--- src/rtl/aux_sar_pkg.sv ---
package aux_sar_pkg;

  // number of right shifts applied to the sum for an averaging code
  function automatic int avg_log2(input logic [2:0] code, input int max_log2);
    return (int'(code) > max_log2) ? max_log2 : int'(code);
  endfunction

  // terminal count of the enable divider for a divider code
  function automatic int div_limit(input int code);
    return (1 << code) - 1;
  endfunction

  // conversions minus one for a shift amount
  function automatic int conv_last(input int sh);
    return (1 << sh) - 1;
  endfunction

endpackage

--- src/rtl/aux_ce_div.sv ---
module aux_ce_div #(
  parameter int CNT_W = 7
) (
  input  logic             clk,
  input  logic             rst_n,
  input  logic             run,
  input  logic [CNT_W-1:0] lim,
  output logic             tick
);
  logic [CNT_W-1:0] cnt;

  assign tick = run && (cnt == lim);

  always_ff @(posedge clk or negedge rst_n) begin
    if (!rst_n)        cnt <= '0;
    else if (!run)     cnt <= '0;
    else if (tick)     cnt <= '0;
    else               cnt <= cnt + 1'b1;
  end
endmodule

--- src/rtl/aux_sar_core.sv ---
module aux_sar_core #(
  parameter int RES_W = 10
) (
  input  logic             clk,
  input  logic             rst_n,
  input  logic             run,
  input  logic             tick,
  input  logic             cmp_in,
  output logic [RES_W-1:0] dac_code,
  output logic             smp_pulse,
  output logic             load_pulse
);
  localparam int STEPS  = RES_W + 2;
  localparam int STEP_W = $clog2(STEPS);
  localparam int LAST   = STEPS - 1;

  logic [STEP_W-1:0] step;
  logic [RES_W-1:0]  code;
  logic              bit_step;
  int                bidx;

  assign smp_pulse  = run && tick && (step == '0);
  assign load_pulse = run && tick && (step == STEP_W'(LAST));
  assign bit_step   = run && tick && (step != '0) && (step != STEP_W'(LAST));
  assign dac_code   = code;

  always_comb begin
    bidx = RES_W - int'(step);
    if (bidx < 0)      bidx = 0;
    if (bidx >= RES_W) bidx = RES_W - 1;
  end

  always_ff @(posedge clk or negedge rst_n) begin
    if (!rst_n)                 step <= '0;
    else if (!run)              step <= '0;
    else if (tick) begin
      if (step == STEP_W'(LAST)) step <= '0;
      else                       step <= step + 1'b1;
    end
  end

  always_ff @(posedge clk or negedge rst_n) begin
    if (!rst_n) begin
      code <= '0;
    end else if (smp_pulse) begin
      code            <= '0;
      code[RES_W-1]   <= 1'b1;
    end else if (bit_step) begin
      code[bidx] <= cmp_in;
      if (bidx > 0) code[bidx-1] <= 1'b1;
    end
  end
endmodule

--- src/rtl/aux_avg_acc.sv ---
module aux_avg_acc #(
  parameter int RES_W = 10,
  parameter int ACC_W = 15,
  parameter int SH_W  = 3
) (
  input  logic             clk,
  input  logic             rst_n,
  input  logic             clr,
  input  logic             add,
  input  logic [RES_W-1:0] din,
  input  logic [SH_W-1:0]  sh,
  output logic [RES_W-1:0] avg_next
);
  logic [ACC_W-1:0] sum;
  logic [ACC_W-1:0] total;

  assign total    = sum + ACC_W'(din);
  assign avg_next = RES_W'(total >> sh);

  always_ff @(posedge clk or negedge rst_n) begin
    if (!rst_n)   sum <= '0;
    else if (clr) sum <= '0;
    else if (add) sum <= total;
  end
endmodule

--- src/rtl/aux_ser_tx.sv ---
module aux_ser_tx #(
  parameter int RES_W = 10
) (
  input  logic             clk,
  input  logic             rst_n,
  input  logic             load,
  input  logic [RES_W-1:0] din,
  output logic             ser_out,
  output logic             ser_valid
);
  localparam int LEFT_W = $clog2(RES_W + 1);

  logic [RES_W-1:0]  shreg;
  logic [LEFT_W-1:0] left;

  assign ser_valid = (left != '0);
  assign ser_out   = ser_valid && shreg[RES_W-1];

  always_ff @(posedge clk or negedge rst_n) begin
    if (!rst_n) begin
      shreg <= '0;
      left  <= '0;
    end else if (load) begin
      shreg <= din;
      left  <= LEFT_W'(RES_W);
    end else if (ser_valid) begin
      shreg <= {shreg[RES_W-2:0], 1'b0};
      left  <= left - 1'b1;
    end
  end
endmodule

--- src/rtl/aux_sar_seq.sv ---
module aux_sar_seq #(
  parameter int RES_W        = 10,
  parameter int AVG_LOG2_MAX = 5,
  parameter int AVG_CODE_W   = 3,
  parameter int DIV_CODE_W   = 3,
  parameter int SRC_W        = 2
) (
  input  logic             clk,
  input  logic             rst_n,
  input  logic             ctrl_we,
  input  logic [10:0]      ctrl_wdata,
  input  logic             cmp_in,
  output logic [RES_W-1:0] dac_code,
  output logic             hold_smp,
  output logic             ref_sel_o,
  output logic [SRC_W-1:0] src_sel_o,
  output logic             busy,
  output logic [RES_W-1:0] result,
  output logic             result_valid,
  output logic             ser_out,
  output logic             ser_valid
);
  import aux_sar_pkg::*;

  localparam int ACC_W     = RES_W + AVG_LOG2_MAX;
  localparam int DIV_CNT_W = (1 << DIV_CODE_W) - 1;
  localparam int CNUM_W    = AVG_LOG2_MAX + 1;
  localparam int SH_W      = $clog2(AVG_LOG2_MAX + 1);
  localparam int GO_B      = 0;
  localparam int SRC_LSB   = 1;
  localparam int REF_B     = SRC_LSB + SRC_W;
  localparam int AVG_LSB   = REF_B + 1;
  localparam int DIV_LSB   = AVG_LSB + AVG_CODE_W;
  localparam int SER_B     = DIV_LSB + DIV_CODE_W;

  // named internal events
  logic                 start_acc;
  logic                 conv_tick;
  logic                 conv_load;
  logic                 seq_end;
  logic [RES_W-1:0]     avg_next;

  logic                 go;
  logic [SH_W-1:0]      lat_sh;
  logic [DIV_CNT_W-1:0] lat_lim;
  logic                 lat_ser;
  logic [CNUM_W-1:0]    cnum;
  logic [CNUM_W-1:0]    cnum_last;

  assign start_acc = ctrl_we && ctrl_wdata[GO_B] && !go;
  assign cnum_last = CNUM_W'(conv_last(int'(lat_sh)));
  assign seq_end   = conv_load && (cnum == cnum_last);
  assign busy      = go;

  always_ff @(posedge clk or negedge rst_n) begin
    if (!rst_n) begin
      go        <= 1'b0;
      lat_sh    <= '0;
      lat_lim   <= '0;
      lat_ser   <= 1'b0;
      ref_sel_o <= 1'b0;
      src_sel_o <= '0;
    end else if (start_acc) begin
      go        <= 1'b1;
      lat_sh    <= SH_W'(avg_log2(ctrl_wdata[AVG_LSB +: AVG_CODE_W], AVG_LOG2_MAX));
      lat_lim   <= DIV_CNT_W'(div_limit(int'(ctrl_wdata[DIV_LSB +: DIV_CODE_W])));
      lat_ser   <= ctrl_wdata[SER_B];
      ref_sel_o <= ctrl_wdata[REF_B];
      src_sel_o <= ctrl_wdata[SRC_LSB +: SRC_W];
    end else if (seq_end) begin
      go <= 1'b0;
    end
  end

  always_ff @(posedge clk or negedge rst_n) begin
    if (!rst_n)         cnum <= '0;
    else if (start_acc) cnum <= '0;
    else if (conv_load) cnum <= cnum + 1'b1;
  end

  always_ff @(posedge clk or negedge rst_n) begin
    if (!rst_n) begin
      result       <= '0;
      result_valid <= 1'b0;
    end else begin
      result_valid <= seq_end;
      if (seq_end) result <= avg_next;
    end
  end

  aux_ce_div #(.CNT_W(DIV_CNT_W)) u_div (
    .clk  (clk),
    .rst_n(rst_n),
    .run  (go),
    .lim  (lat_lim),
    .tick (conv_tick)
  );

  aux_sar_core #(.RES_W(RES_W)) u_core (
    .clk       (clk),
    .rst_n     (rst_n),
    .run       (go),
    .tick      (conv_tick),
    .cmp_in    (cmp_in),
    .dac_code  (dac_code),
    .smp_pulse (hold_smp),
    .load_pulse(conv_load)
  );

  aux_avg_acc #(.RES_W(RES_W), .ACC_W(ACC_W), .SH_W(SH_W)) u_acc (
    .clk     (clk),
    .rst_n   (rst_n),
    .clr     (start_acc),
    .add     (conv_load),
    .din     (dac_code),
    .sh      (lat_sh),
    .avg_next(avg_next)
  );

  aux_ser_tx #(.RES_W(RES_W)) u_ser (
    .clk      (clk),
    .rst_n    (rst_n),
    .load     (seq_end && lat_ser),
    .din      (avg_next),
    .ser_out  (ser_out),
    .ser_valid(ser_valid)
  );
endmodule

--- config.mk ---
export PLATFORM = sky130hd
export DESIGN_NAME = aux_sar_seq
export DESIGN_NICKNAME = d
export VERILOG_FILES = /design/src/rtl/aux_sar_pkg.sv /design/src/rtl/aux_ce_div.sv /design/src/rtl/aux_sar_core.sv /design/src/rtl/aux_avg_acc.sv /design/src/rtl/aux_ser_tx.sv /design/src/rtl/aux_sar_seq.sv
export SDC_FILE = /design/constraint.sdc
export NUM_CORES = 1
export LEC_CHECK = 0
export CELL_PAD_IN_SITES_DETAIL_PLACEMENT = 1
export CELL_PAD_IN_SITES_GLOBAL_PLACEMENT = 2
export CORE_MARGIN = 5
export CORE_UTILIZATION = 31
export CTS_CLUSTER_SIZE = 40
export DETAILED_ROUTE_END_ITERATION = 6
export GPL_ROUTABILITY_DRIVEN = 0
export MAX_ROUTING_LAYER = met4
export PLACE_DENSITY_LB_ADDON = 0.1
export SYNTH_ARGS = -nofsm -noshare
export SYNTH_HDL_FRONTEND = slang
export SYNTH_SLANG_ARGS = --single-unit
--- constraint.sdc ---
create_clock -name clk -period 6.7 [get_ports clk]
set_input_delay 1.675 -clock clk [delete_from_list [all_inputs] [get_ports clk]]
set_output_delay 1.675 -clock clk [all_outputs]
set_load 0.01 [all_outputs]
==> Yosys cells after proc, flatten, opt, wreduce, memory -nomap -nowiden <==
Index checks and enable logic that the tools add are counted.
{ "totals": {"wordCells": 88, "register_bits": 82, "out_inout_bits": 28} }
{ "op_classes": {"reduce_logical": 21, "n_eq_ne": 5, "n_shift": 3, "n_lt_le_gt_ge": 8, "bitwise_logic": 1, "mux": 26, "add_sub_neg": 9} }
{ "op_table": {"columns": ["operator", "count"], "rows": [
  ["$ge A32 B1 Y1 const B", 2],
  ["$lt A32 B6 Y1 const B", 2],
  ["$mux W32", 2],
  ["$mux W10", 5],
  ["$ge A32 B5 Y1 const B", 1],
  ["$gt A32 B1 Y1 const B", 1],
  ["$lt A32 B1 Y1 const B", 1],
  ["$sub A32 B2 Y32 const B", 1],
  ["$mux W15", 2],
  ["$mux W4", 5],
  ["$add A15 B10 Y15", 1],
  ["$shr A15 B3 Y10", 1],
  ["$mux W7", 2],
  ["$logic_and A1 B1 Y1", 13],
  ["$mux W6", 2],
  ["$bwmux W10", 1],
  ["$or A10 B10 Y10", 1],
  ["$demux W1 S4", 2],
  ["$reduce_bool A2 Y1", 4],
  ["$reduce_bool A4 Y1", 2],
  ["$add A7 B1 Y7 const B", 1],
  ["$eq A7 B7 Y1", 1],
  ["$shl A1 B3 Y7 const A", 1],
  ["$sub A7 B2 Y7 const B", 1],
  ["other kinds (15)", 18]
]} }

==> Logic depth before layout (Yosys ltp) <==
{ "logic_depth": {"ltp_word": 14, "depth_mapped": 15} }

==> Modules after synthesis <==
Synthesis repeated with hierarchy kept, for this count alone.
{ "unflattened": {"cells_unflattened": 609, "hier_area_um2": 5604.1} }
{ "modules_own_cells": {"columns": ["module", "cells_each", "area_per_inst_um2", "n_inst"], "rows": [
  ["aux_avg_acc", 207, 1726.7, 1],
  ["aux_sar_seq", 131, 1412.6, 1],
  ["aux_sar_core", 157, 1312.5, 1],
  ["aux_ser_tx", 74, 723.2, 1],
  ["aux_ce_div", 40, 429.2, 1]
]} }

==> Worst setup path before layout <==
OpenSTA, ideal clock, no wires.
{ "synth_timing": {"path_type": "reg2out", "startpoint": "register u_ser.left[0]", "endpoint": "output ser_out", "n_path_buf": 1, "required_ns": 5.025, "path_slack_ns": 3.658, "arrival_ns": 1.367, "path_stages_with_launch": 7, "path_cell_list": "dfrtp_1 > inv_1 > ha_1 > and2_1 > inv_1 > clkbuf_1 > and2_1"} }
{ "synth_via": {"elab_chain_len": 2} }
{ "synth_rtl": {"columns": ["element", "line_no", "text"], "rows": [
  ["start: declaration", "aux_ser_tx.sv:14", "logic [LEFT_W-1:0] left;"],
  ["start signal: assignment", "aux_ser_tx.sv:25", "left <= LEFT_W'(RES_W);"],
  ["start signal: assignment", "aux_ser_tx.sv:28", "left <= left - 1'b1;"],
  ["$reduce_bool A4 Y1", "aux_ser_tx.sv:16", "assign ser_valid = (left != '0);"],
  ["via ser_valid", "aux_sar_seq.sv:21", "output logic ser_valid"],
  ["$logic_and A1 B1 Y1", "aux_ser_tx.sv:17", "assign ser_out = ser_valid && shreg[RES_W-1];"],
  ["end: declaration", "aux_sar_seq.sv:20", "output logic ser_out,"]
]} }
The timed path passes the listed nets, and every way through them passes these cells.

==> Worst setup path after layout <==
{ "layout_timing": {"startpoint": "register u_ser.left[0]", "endpoint": "output ser_out"} }
{ "layout_via": {"elab_chain_len": 2} }
{ "layout_rtl": {"columns": ["element", "line_no"], "rows": [
  ["$reduce_bool A4 Y1", "aux_ser_tx.sv:16"],
  ["$logic_and A1 B1 Y1", "aux_ser_tx.sv:17"]
]} }
No other way between the ends.

==> reports/qor.yml <==
timing:
  finalHoldViolations: 0
  worstMarginPinSlew_ps: 779
  worst_slack_ps: 2540
  tns_ps: 0
  fin_skew_ps: 8.97
  fin_crit_sh_pct: 62.2
  slew_viol_final: 0
  rsz0062_at_grt: "false"
  finalSetupViolations: 0
  fmax_mhz: 240
  period_needed_ps: 4160
  slew_headroom_pct: 48.1
setup_path:
  r2r_setup_slack_ps: 3180
  cp_slowest_stage_delay_ps: 470
  end_kind: "output pin"
  r2r-end: "u_ser.shreg[7]"
  worst_r2r_startpoint: "lat_sh[1]"
  cp_max_fo: 13
  critPathRequiredTime_ps: 5030
  arrival_ps: 2490
  crit_chain: "inv_1, ha_1, and2_1, inv_1, and2_1, clkdlybuf4s50_1"
  crit_path_top_delay_cell: "clkdlybuf4s50_1"
  crit_type: "reg -> out"
  rr_worst_depth: 11
  start_kind: "register"
yosys:
  syn_area_mm2: 0.00522
  synth.most_common_cell: "dfrtp_1"
  post_synth.cell_area_avg_um2: 8.47
  ys_top_cells_by_count: "dfrtp_1 (82), nand2_1 (81), nor2_1 (67), a21oi_1 (46), o21ai_0 (36)"
  yosys_most_used_dff: "dfrtp_1"
  yosysSeqAreaShare_pct: 39.3
  synth-edff-count: 0
  synth_warnings: 0
  synth_fp_nets: 652
  ys_seq_elements: 82
  async_flop_share_pct: 100
  yosysTopAreaCellShare_pct: 39.3
  synth_cells: 616
  yosys-top-cells-area: "dfrtp_1 (39%), nand2_1 (5.8%), nor2_1 (4.8%)"
  synth_top_cell_by_area: "dfrtp_1"
  synth_cell_types: 59
clock_tree:
  postCtsSetupRepairBufs: 0
  htree_num_levels: 3
  cts_buffers: 9
  cts_resized: 0
  cts-root-buf: "clkbuf_16"
  clk_pin_slew_worst_paths_ps: 60
  clk_latency_ps: 340
  holdBufCountCts: 0
  clkSinkCount: 82
  cts_tree: "done"
  cts_buffer_depth: 2
drt:
  wl_per_cell_um: 17.3
  drcViolationCount: 0
  first_pass_iters: 6
  detail-route-antenna-nets: 0
  drt_iter0_drc: 197
  wl_met3_um: 302
  viasPerCell: 5.17
  vias: 4471
  route.met2.wl_um: 7030
  wirelength_um: 15000
  highest_layer: "met4"
  drt-met1-wl_um: 7530
finish:
  antenna_cells: 0
  multi_input_area_mm2: 0.00295
  final_cells: 865
  num-fill-cells: 1938
  final_cell_area_mm2: 0.00614
  final-seq-area_mm2: 0.00205
  fin_nets: 676
  layout-drive-gt1-share_pct: 6.51
  area_delta_synth_final_pct: 17.7
global_routing:
  grtUsageTotal_pct: 16.3
  grt_overflow: 0
  grt_start_max_net_pins: 58
  antenna_found_initial: 0
  grt_pass1_wl_um: 25400
  grt_pass1_vias: 4767
flow_run:
  maxCapViolations: 0
die:
  die_h_um: 140
  core_area_mm2: 0.0165
  start_util_pct: 31.6
  dieArea_mm2: 0.0195
  rows: 47
  die_x_um: 140
  io_pins: 43
min_path:
  holdPathStages: 2
  holdPathEnd: "src_sel_o[0]"
  worstHoldPathType: "reg -> reg"
  min_from: "src_sel_o[0]"
place:
  placed_cells_incl_taps: 849
  hpwl_um: 11200
  post-place-ws_ps: 2860
  port_buffers: 42
  placed_cell_area_mm2: 0.00583
run_status:
  outcome: "finished clean"
power_and_ir_drop:
  peakVddDrop_mv: 0.160
  p_leak_nw: 2.65
  p_per_area_mw_per_mm2: 348
  power_mw: 2.14
## metrics by stage
step / hold WS, ps / util, %
floorplan: 459 / -
global placement: 463 / 35.3
detailed placement: 470 / 35.3
CTS: 492 / 37.2
global route: 515 / 37.2
finish: 487 / 37.2
## sequential cells by signal, indices dropped and copies added (netlist names), 2 cells and up
| name | flops |
|---|---|
| lat_sh | 3 |
| u_ser.shreg | 10 |
| src_sel_o | 2 |
| u_core.dac_code | 10 |
| u_core.step | 4 |
| u_acc.sum | 15 |
| result | 10 |
| u_div.cnt | 7 |
| cnum | 6 |
| lat_lim | 7 |
| u_ser.left | 4 |
## power breakdown
part / switching [mW] / internal, mW
sequential: 0.106 / 0.577
combinational: 0.551 / 0.375
clock: 0.206 / 0.320
## layer usage
| layer | vias to the layer above | global-route usage, % |
|---|---|---|
| met2 | 41 | 25.9 |
| met4 | 0 | 3.52 |
| li1 | 2211 | - |
| met5 | - | - |
| met3 | 10 | 2.81 |
| met1 | 2209 | 22.1 |
## cell type report
| type | count | area share, % |
|---|---|---|
| Multi-Input combinational cell | 477 | 48.1 |
| Sequential cell | 82 | 33.4 |
| Timing Repair Buffer | 48 | 7.54 |
| Tap cell | 220 | 4.48 |
| Clock buffer | 13 | 4.40 |
| Inverter | 22 | 1.34 |
| Clock inverter | 3 | 0.754 |
## worst max-delay path by stage
stage | startpoint | endpoint | slack [ps] | cells after the start
final | u_ser.left[0] | ser_out | 2540 | 6
after CTS | u_ser.left[0] | ser_out | 2480 | 6
after global placement | u_ser.left[0] | ser_out | 2990 | 6
after floorplan | u_ser.left[0] | ser_out | 3660 | 6
after global routing | u_ser.left[0] | ser_out | 2290 | 6
after detailed placement | u_ser.left[0] | ser_out | 2860 | 6
## cells by family (layout without fill, tap and decap cells)
| logic type | count (synthesis) | in the layout | synth area share [%] |
|---|---|---|---|
| XOR/XNOR | 35 | 35 | 5.87 |
| flip-flops | 82 | 82 | 39.3 |
| multiplexers | 25 | 25 | 5.37 |
| adder cells (fa/ha/maj) | 21 | 21 | 5.18 |
| buffers and inverters | 57 | 86 | 4.24 |
| AND/OR/NAND/NOR | 243 | 243 | 21.4 |
| AO/OA/AOI/OAI | 153 | 153 | 18.6 |
## cell usage in the layout (no fill, tap or decap), drive strengths merged, types with 15 or more instances in the layout
master / Yosys / final
mux2i: 19 / 19
nor2: 67 / 67
ha: 20 / 20
nand3: 27 / 27
nand2: 81 / 81
o21ai: 44 / 44
xnor2: 20 / 20
xor2: 15 / 15
dfrtp: 82 / 82
clkdlybuf4s50: 0 / 41
a21oi: 48 / 48
inv: 22 / 22
## critical path: cells and delay by family, from the launching register on
family                   cells  cell delay, ps
adder cells (fa/ha/maj)      1             180
buffers and inverters        3             910
AND/OR/NAND/NOR              2             680
flip-flops                   1             380
(Power assumes the default switching activity.)
